<file path="src/rtl/rdil_pkg.sv">
package rdil_pkg;

  // Strobes issued by the control to the datapath once per cycle
  typedef struct packed {
    logic bumpHit;    // advance the matching-frame run
    logic flushHit;   // restart the matching-frame run
    logic bumpMiss;   // advance the non-matching-frame run
    logic flushMiss;  // restart the non-matching-frame run
    logic raise;      // declare the defect
    logic drop;       // clear the defect
  } rdilStrobe_t;

  localparam int K2_W = 8;

endpackage

</file>
<file path="src/rtl/rdil_ctrl.sv">
module rdil_ctrl
  import rdil_pkg::*;
#(
  parameter int RUN_LEN = 5,
  parameter int CNT_W   = $clog2(RUN_LEN + 1)
) (
  input  logic             frameStb,
  input  logic             k2Match,
  input  logic             defectQ,
  input  logic [CNT_W-1:0] hitCnt,
  input  logic [CNT_W-1:0] missCnt,
  output rdilStrobe_t      stb
);

  localparam logic [CNT_W-1:0] FULL = CNT_W'(RUN_LEN);
  localparam logic [CNT_W-1:0] LAST = CNT_W'(RUN_LEN - 1);

  logic hitFrame;
  logic missFrame;

  assign hitFrame  = frameStb & k2Match;
  assign missFrame = frameStb & ~k2Match;

  always_comb begin
    stb           = '0;
    stb.bumpHit   = hitFrame && (hitCnt != FULL);
    stb.flushHit  = missFrame;
    stb.bumpMiss  = missFrame && (missCnt != FULL);
    stb.flushMiss = hitFrame;
    stb.raise     = hitFrame && !defectQ && (hitCnt == LAST);
    stb.drop      = missFrame && defectQ && (missCnt == LAST);
  end

endmodule

</file>
<file path="src/rtl/rdil_datapath.sv">
module rdil_datapath
  import rdil_pkg::*;
#(
  parameter int                RUN_LEN     = 5,
  parameter int                CNT_W       = $clog2(RUN_LEN + 1),
  parameter int                CODE_W      = 3,
  parameter logic [CODE_W-1:0] DEFECT_CODE = 3'b110,
  parameter int                ADDR_W      = 16,
  parameter logic [ADDR_W-1:0] STATUS_ADDR = 16'h1107,
  parameter int                FLAG_W      = 7
) (
  input  logic              clk,
  input  logic              rst,
  input  rdilStrobe_t       stb,
  input  logic [K2_W-1:0]   k2Byte,
  input  logic [FLAG_W-1:0] otherFlags,
  input  logic              rdEn,
  input  logic [ADDR_W-1:0] rdAddr,
  output logic              k2Match,
  output logic [CNT_W-1:0]  hitCnt,
  output logic [CNT_W-1:0]  missCnt,
  output logic              defectQ,
  output logic              changeQ,
  output logic [FLAG_W:0]   rdData
);

  assign k2Match = (k2Byte[CODE_W-1:0] == DEFECT_CODE);

  always_ff @(posedge clk) begin
    if (rst) begin
      hitCnt  <= '0;
      missCnt <= '0;
      defectQ <= 1'b0;
      changeQ <= 1'b0;
    end else begin
      if (stb.flushHit)      hitCnt <= '0;
      else if (stb.bumpHit)  hitCnt <= hitCnt + 1'b1;

      if (stb.flushMiss)     missCnt <= '0;
      else if (stb.bumpMiss) missCnt <= missCnt + 1'b1;

      if (stb.raise)         defectQ <= 1'b1;
      else if (stb.drop)     defectQ <= 1'b0;

      changeQ <= stb.raise | stb.drop;
    end
  end

  always_comb begin
    rdData = '0;
    if (rdEn && (rdAddr == STATUS_ADDR)) rdData = {defectQ, otherFlags};
  end

endmodule

</file>
<file path="src/rtl/rdil_detector.sv">
module rdil_detector
  import rdil_pkg::*;
#(
  parameter int                RUN_LEN     = 5,
  parameter int                CODE_W      = 3,
  parameter logic [CODE_W-1:0] DEFECT_CODE = 3'b110,
  parameter int                ADDR_W      = 16,
  parameter logic [ADDR_W-1:0] STATUS_ADDR = 16'h1107,
  parameter int                FLAG_W      = 7
) (
  input  logic              clk,
  input  logic              rst,
  input  logic              frameStb,
  input  logic [7:0]        k2Byte,
  input  logic [FLAG_W-1:0] otherFlags,
  input  logic              rdEn,
  input  logic [ADDR_W-1:0] rdAddr,
  output logic [FLAG_W:0]   rdData,
  output logic              rdiDefect,
  output logic              lcdReq,
  output logic              rdiChange
);

  localparam int CNT_W = $clog2(RUN_LEN + 1);

  rdilStrobe_t      stb;
  logic             k2Match;
  logic [CNT_W-1:0] hitCnt;
  logic [CNT_W-1:0] missCnt;
  logic             defectQ;
  logic             changeQ;

  rdil_ctrl #(
    .RUN_LEN (RUN_LEN),
    .CNT_W   (CNT_W)
  ) u_ctrl (
    .frameStb (frameStb),
    .k2Match  (k2Match),
    .defectQ  (defectQ),
    .hitCnt   (hitCnt),
    .missCnt  (missCnt),
    .stb      (stb)
  );

  rdil_datapath #(
    .RUN_LEN     (RUN_LEN),
    .CNT_W       (CNT_W),
    .CODE_W      (CODE_W),
    .DEFECT_CODE (DEFECT_CODE),
    .ADDR_W      (ADDR_W),
    .STATUS_ADDR (STATUS_ADDR),
    .FLAG_W      (FLAG_W)
  ) u_dp (
    .clk        (clk),
    .rst        (rst),
    .stb        (stb),
    .k2Byte     (k2Byte),
    .otherFlags (otherFlags),
    .rdEn       (rdEn),
    .rdAddr     (rdAddr),
    .k2Match    (k2Match),
    .hitCnt     (hitCnt),
    .missCnt    (missCnt),
    .defectQ    (defectQ),
    .changeQ    (changeQ),
    .rdData     (rdData)
  );

  assign rdiDefect = defectQ;
  assign lcdReq    = defectQ;
  assign rdiChange = changeQ;

endmodule

</file>
<file path="config.mk">
export PLATFORM = sky130hd
export DESIGN_NAME = rdil_detector
export DESIGN_NICKNAME = d
export VERILOG_FILES = /design/src/rtl/rdil_pkg.sv /design/src/rtl/rdil_ctrl.sv /design/src/rtl/rdil_datapath.sv /design/src/rtl/rdil_detector.sv
export SDC_FILE = /design/constraint.sdc
export NUM_CORES = 1
export LEC_CHECK = 0
export BUFFER_PORTS_ARGS = -buffer_cell sky130_fd_sc_hd__buf_4
export CAP_MARGIN = 20
export CORE_MARGIN = 1.5
export CORE_UTILIZATION = 42
export CTS_CLUSTER_DIAMETER = 200
export DETAILED_ROUTE_END_ITERATION = 10
export PLACE_DENSITY = 0.9
export REMOVE_ABC_BUFFERS = 1
export SLEW_MARGIN = 10
export SYNTH_ARGS = -nofsm -noshare
export SYNTH_HDL_FRONTEND = slang
export SYNTH_SLANG_ARGS = --single-unit
</file>
<file path="constraint.sdc">
create_clock -name clk -period 3.95 [get_ports clk]
set_clock_uncertainty 0.15 [all_clocks]
set_input_delay 0.9875 -clock clk [delete_from_list [all_inputs] [get_ports clk]]
set_output_delay 0.9875 -clock clk [all_outputs]
set_load 0.05 [all_outputs]
</file>
Word-level counts from Yosys, hierarchy flattened --
Index checks and enable logic that the tools add are counted.
Cells by class: $add $sub $neg 2, equality and inequality tests 6, mux-type cells 3, bitwise gates (word level) 4, reductions and logical operators 11
Operators by type and width (number):
- 16-bit by 13-bit equality test with 1-bit output, second input constant | 1
- 3-bit equality test, second input constant | 3
- 8-bit two-way mux | 1
- 1-bit logical AND | 7
- 3-bit by 1-bit adder with 3-bit output, second input constant | 2
- 3-bit inequality test, second input constant | 2
- 2-bit OR reduction | 2
- 1-bit AND | 2
- 1-bit two-way mux | 2
- 2-bit nonzero test | 1
- 1-bit logical NOT | 1
- 1-bit NOT | 1
- 1-bit bitwise OR | 1
Word-level totals: bits in registers 8, logic and storage cells 30

Depth between registers and ports, before layout --
depth after elaboration 7, gate-level depth with buffers 5, depth with buffers taken out 5

Hierarchy --
Synthesis repeated with hierarchy kept, for this count alone.
Unflattened totals: cells, all modules 70, area total of the unflattened synthesis 581.8 um^2
Modules (own cells, without submodules):
- rdil_datapath | instances 1, cells each 55, area each 488.0 um^2
- rdil_ctrl | instances 1, cells each 14, area each 86.3 um^2
- rdil_detector | instances 1, cells each 1, area each 7.5 um^2

Worst setup path after synthesis --
No wires, ideal clock.
kind input port to output port, from in rdAddr[5], to out rdData[0], arrival 2.600 ns, required time 2.812 ns, path slack 0.213 ns, cell stages on the path 3, path buffers 0, cell sequence nor4_1 > nand3_1 > nor3_1
Between the ends: word-level cells in the longest chain between the ends 3
Ends and longest elaborated chain:
- start: declaration | line rdil_detector.sv:17 | input logic [ADDR_W-1:0] rdAddr,
- 16-bit by 13-bit equality test with 1-bit output | line rdil_datapath.sv:51 | if (rdEn && (rdAddr == STATUS_ADDR)) rdData = {defectQ, otherFlags};
- 1-bit logical AND | line rdil_datapath.sv:51
- 8-bit two-way mux | line rdil_datapath.sv:51
- end: declaration | line rdil_detector.sv:18 | output logic [FLAG_W:0] rdData,
No other way between the ends.

Worst setup path after layout --
from in rdAddr[15], to out rdData[5]
The elaborated chain is that of the path after synthesis.

==> impl_metrics.env <==
export IMPL_core_area_sq_um=1350
export IMPL_drv_slew=0
export IMPL_slowest_delay_ps=290
export IMPL_postSynthCellCount=81
export IMPL_synth_seq_area_share_pct=25.4
export IMPL_drc_errors=0
export IMPL_grt_pass1_wl_mm=2.70
export IMPL_startpoint="rdAddr[15]"
export IMPL_clockRootBuffer="clkbuf_4"
export IMPL_finalPower_uw=189
export IMPL_postCtsHoldBufs=0
export IMPL_cts_htree_levels=1
export IMPL_cp_top_family="simple AND/OR/NAND/NOR gates"
export IMPL_use_met2_pct=34.1
export IMPL_irDropWorstVdd_uv=114
export IMPL_post_cts_setup_buffer_count=0
export IMPL_status="completed"
export IMPL_final_min_clock_period_ps=3260
export IMPL_cts_resized=0
export IMPL_routed_wl_mm=1.57
export IMPL_detail_route_first_pass_iterations=4
export IMPL_crit_fanout=8
export IMPL_fmax_ghz=0.306
export IMPL_layout_common_cells="40 x buf_4, 12 x inv_1, 8 x nor3_1, 8 x dfxtp_1, 6 x ha_1"
export IMPL_clkTransAtPathRegs_ps=50
export IMPL_drtIter0Drc=10
export IMPL_start_kind="input pin"
export IMPL_dpl_worst_slack_ps=683
export IMPL_cts_sinks=8
export IMPL_max_slew_margin_pct=82.3
export IMPL_yosys_top_cells_area="dfxtp_1 25%, ha_1 12%, inv_1 7.2%"
export IMPL_r2r_start="u_dp.hitCnt[1]"
export IMPL_cts_path_max_buffers=2
export IMPL_area_growth_pct=50.9
export IMPL_fill_cells=111
export IMPL_num_antenna_cells=0
export IMPL_max_cap_violations=0
export IMPL_tritoncts="built"
export IMPL_yosys_area_top_type="dfxtp_1"
export IMPL_grt_use_met1_pct=19.3
export IMPL_fin_nets=163
export IMPL_met3_usage_pct=7.83
export IMPL_grt_max_degree=15
export IMPL_dieHeight_um=41.7
export IMPL_finish_utilization_pct=70.3
export IMPL_ant_nets=0
export IMPL_cts_made_buffers=3
export IMPL_io_buffer_count=40
export IMPL_grt_busiest_layer="met2"
export IMPL_die_w_um=41.7
export IMPL_power_leakage_uw=0.000447
export IMPL_die_area_sq_um=1740
export IMPL_tns_ps=0
export IMPL_netlist_area_sq_um=629
export IMPL_endpoint_kind="output pin"
export IMPL_syn_area_per_cell_sq_um=7.77
export IMPL_finalHoldViolCount=0
export IMPL_worst_ep_required_time_ps=2810
export IMPL_placed_cells=132
export IMPL_drive_gt1_share_pct=36.7
export IMPL_holdCritStartpoint="u_dp.missCnt[1]"
export IMPL_critical_path_class="in2out"
export IMPL_vias=732
export IMPL_slowest_stage="nor4bb_1"
export IMPL_grt_usage_pct=19.1
export IMPL_dp_hpwl_mm=1.24
export IMPL_clk_latency_ps=250
export IMPL_hold_path_class="reg2reg"
export IMPL_tightest_slew_ps=262
export IMPL_cpMostUsedCell="buf_4"
export IMPL_num_io_pins=46
export IMPL_critical_path_cell_chain="buf_4 > nor4bb_1 > nand3_1 > nor3_1 > buf_4"
export IMPL_cp_data_arrival_time_ps=2130
export IMPL_postLayoutSetupSlackWorst_ps=687
export IMPL_antenna_found_initial=0
export IMPL_final_common_cell="buf_4"
export IMPL_power_density_nw_per_um2=199
export IMPL_netlist_cell_type_count=28
export IMPL_rsz0062_at_grt="false"
export IMPL_vias_per_cell=5.42
export IMPL_crit_buf_inv=2
export IMPL_start_util_pct=46.6
export IMPL_wl_per_cell_um=11.7
export IMPL_synth_seq_cells=8
export IMPL_finalCritPeriodShare_pct=82.6
export IMPL_gp_congestion=0.730
export IMPL_grt_overflow=0
export IMPL_finalNonFillerCells=135
export IMPL_yosysWarnings=0
export IMPL_finalSetupViolCount=0
export IMPL_synth_top_area_share_pct=25.4
export IMPL_rows=13
export IMPL_first_global_vias=683
==> power breakdown <==
group	internal [uW]	total, uW	switching (uW)
combinational	25.7	40.9	15.2
sequential	82.5	84.7	2.18
clock	34.8	63.2	28.4
total	143	189	45.8
==> cells in the mapped netlist (all sizes together) <==
cell / count
nor4b: 1
or4: 1
nand3: 3
o21bai: 1
nand4b: 2
clkbuf: 1
or3: 1
nor4bb: 1
o32a: 2
a21bo: 1
a211oi: 2
nand4: 5
a2bb2oi: 1
buf: 3
dfxtp: 8
nor3: 8
nor4: 1
nand2b: 4
a21oi: 3
a31oi: 3
o21ai: 1
inv: 12
and4b: 1
nand3b: 1
ha: 6
nand2: 5
nor2: 3
==> per-layer routing <==
| metal | vias up | part of all wire (%) |
|---|---|---|
| li1 | 372 | - |
| met1 | 313 | 39 |
| met2 | 42 | 47 |
| met3 | 5 | 12 |
| met4 | 0 | 1.3 |
| met5 | - | 0 |
==> area by class of cell <==
type / instances / area [sq um] / share of cell area (%)
Multi-Input combinational cell: 57 / 403 / 42.4
Clock buffer: 3 / 22.5 / 2.37
Tap cell: 15 / 18.8 / 1.98
Timing Repair Buffer: 40 / 300 / 31.6
Inverter: 12 / 45.0 / 4.74
Sequential cell: 8 / 160 / 16.9
==> path summary, 6_finish.rpt <==
| path | endpoint | slack (ps) | depth (start not counted) |
|---|---|---|---|
| worst max register to register | u_dp.hitCnt[0] | 2390 | 5 |
| worst min-delay path | u_dp.missCnt[1] | 380 | 2 |
| worst max-delay path | rdData[5] | 690 | 5 |
| worst min register to register | u_dp.missCnt[1] | 380 | 2 |
==> stage by stage <==
stage	hold slack [ps]	area [sq um]
after global placement	364	927
after floorplan	328	608
final	381	950
after detailed placement	373	927
after CTS	382	950
after global routing	403	950
==> cells by family (layout without fill, tap and decap cells) <==
kind of cell	count (synthesis)	in the layout	share of synthesized area, %
buffers and inverters	16	55	10.5
AO/OA/AOI/OAI	14	14	15.9
AND/OR/NAND/NOR	37	37	36.2
flip-flops	8	8	25.4
adder cells (fa/ha/maj)	6	6	11.9
==> tightest hold or removal path, delay by kind of cell, from the launching register on <==
family	cells	cell delay, ps
flip-flops	1	340
AND/OR/NAND/NOR	1	80
AO/OA/AOI/OAI	1	60
==> flip-flops by register name, indices dropped and copies added (netlist names) <==
| signal | flops |
|---|---|
| u_dp.hitCnt | 3 |
| u_dp.defectQ | 1 |
| u_dp.changeQ | 1 |
| u_dp.missCnt | 3 |
Power figures use the tool's default switching activity.
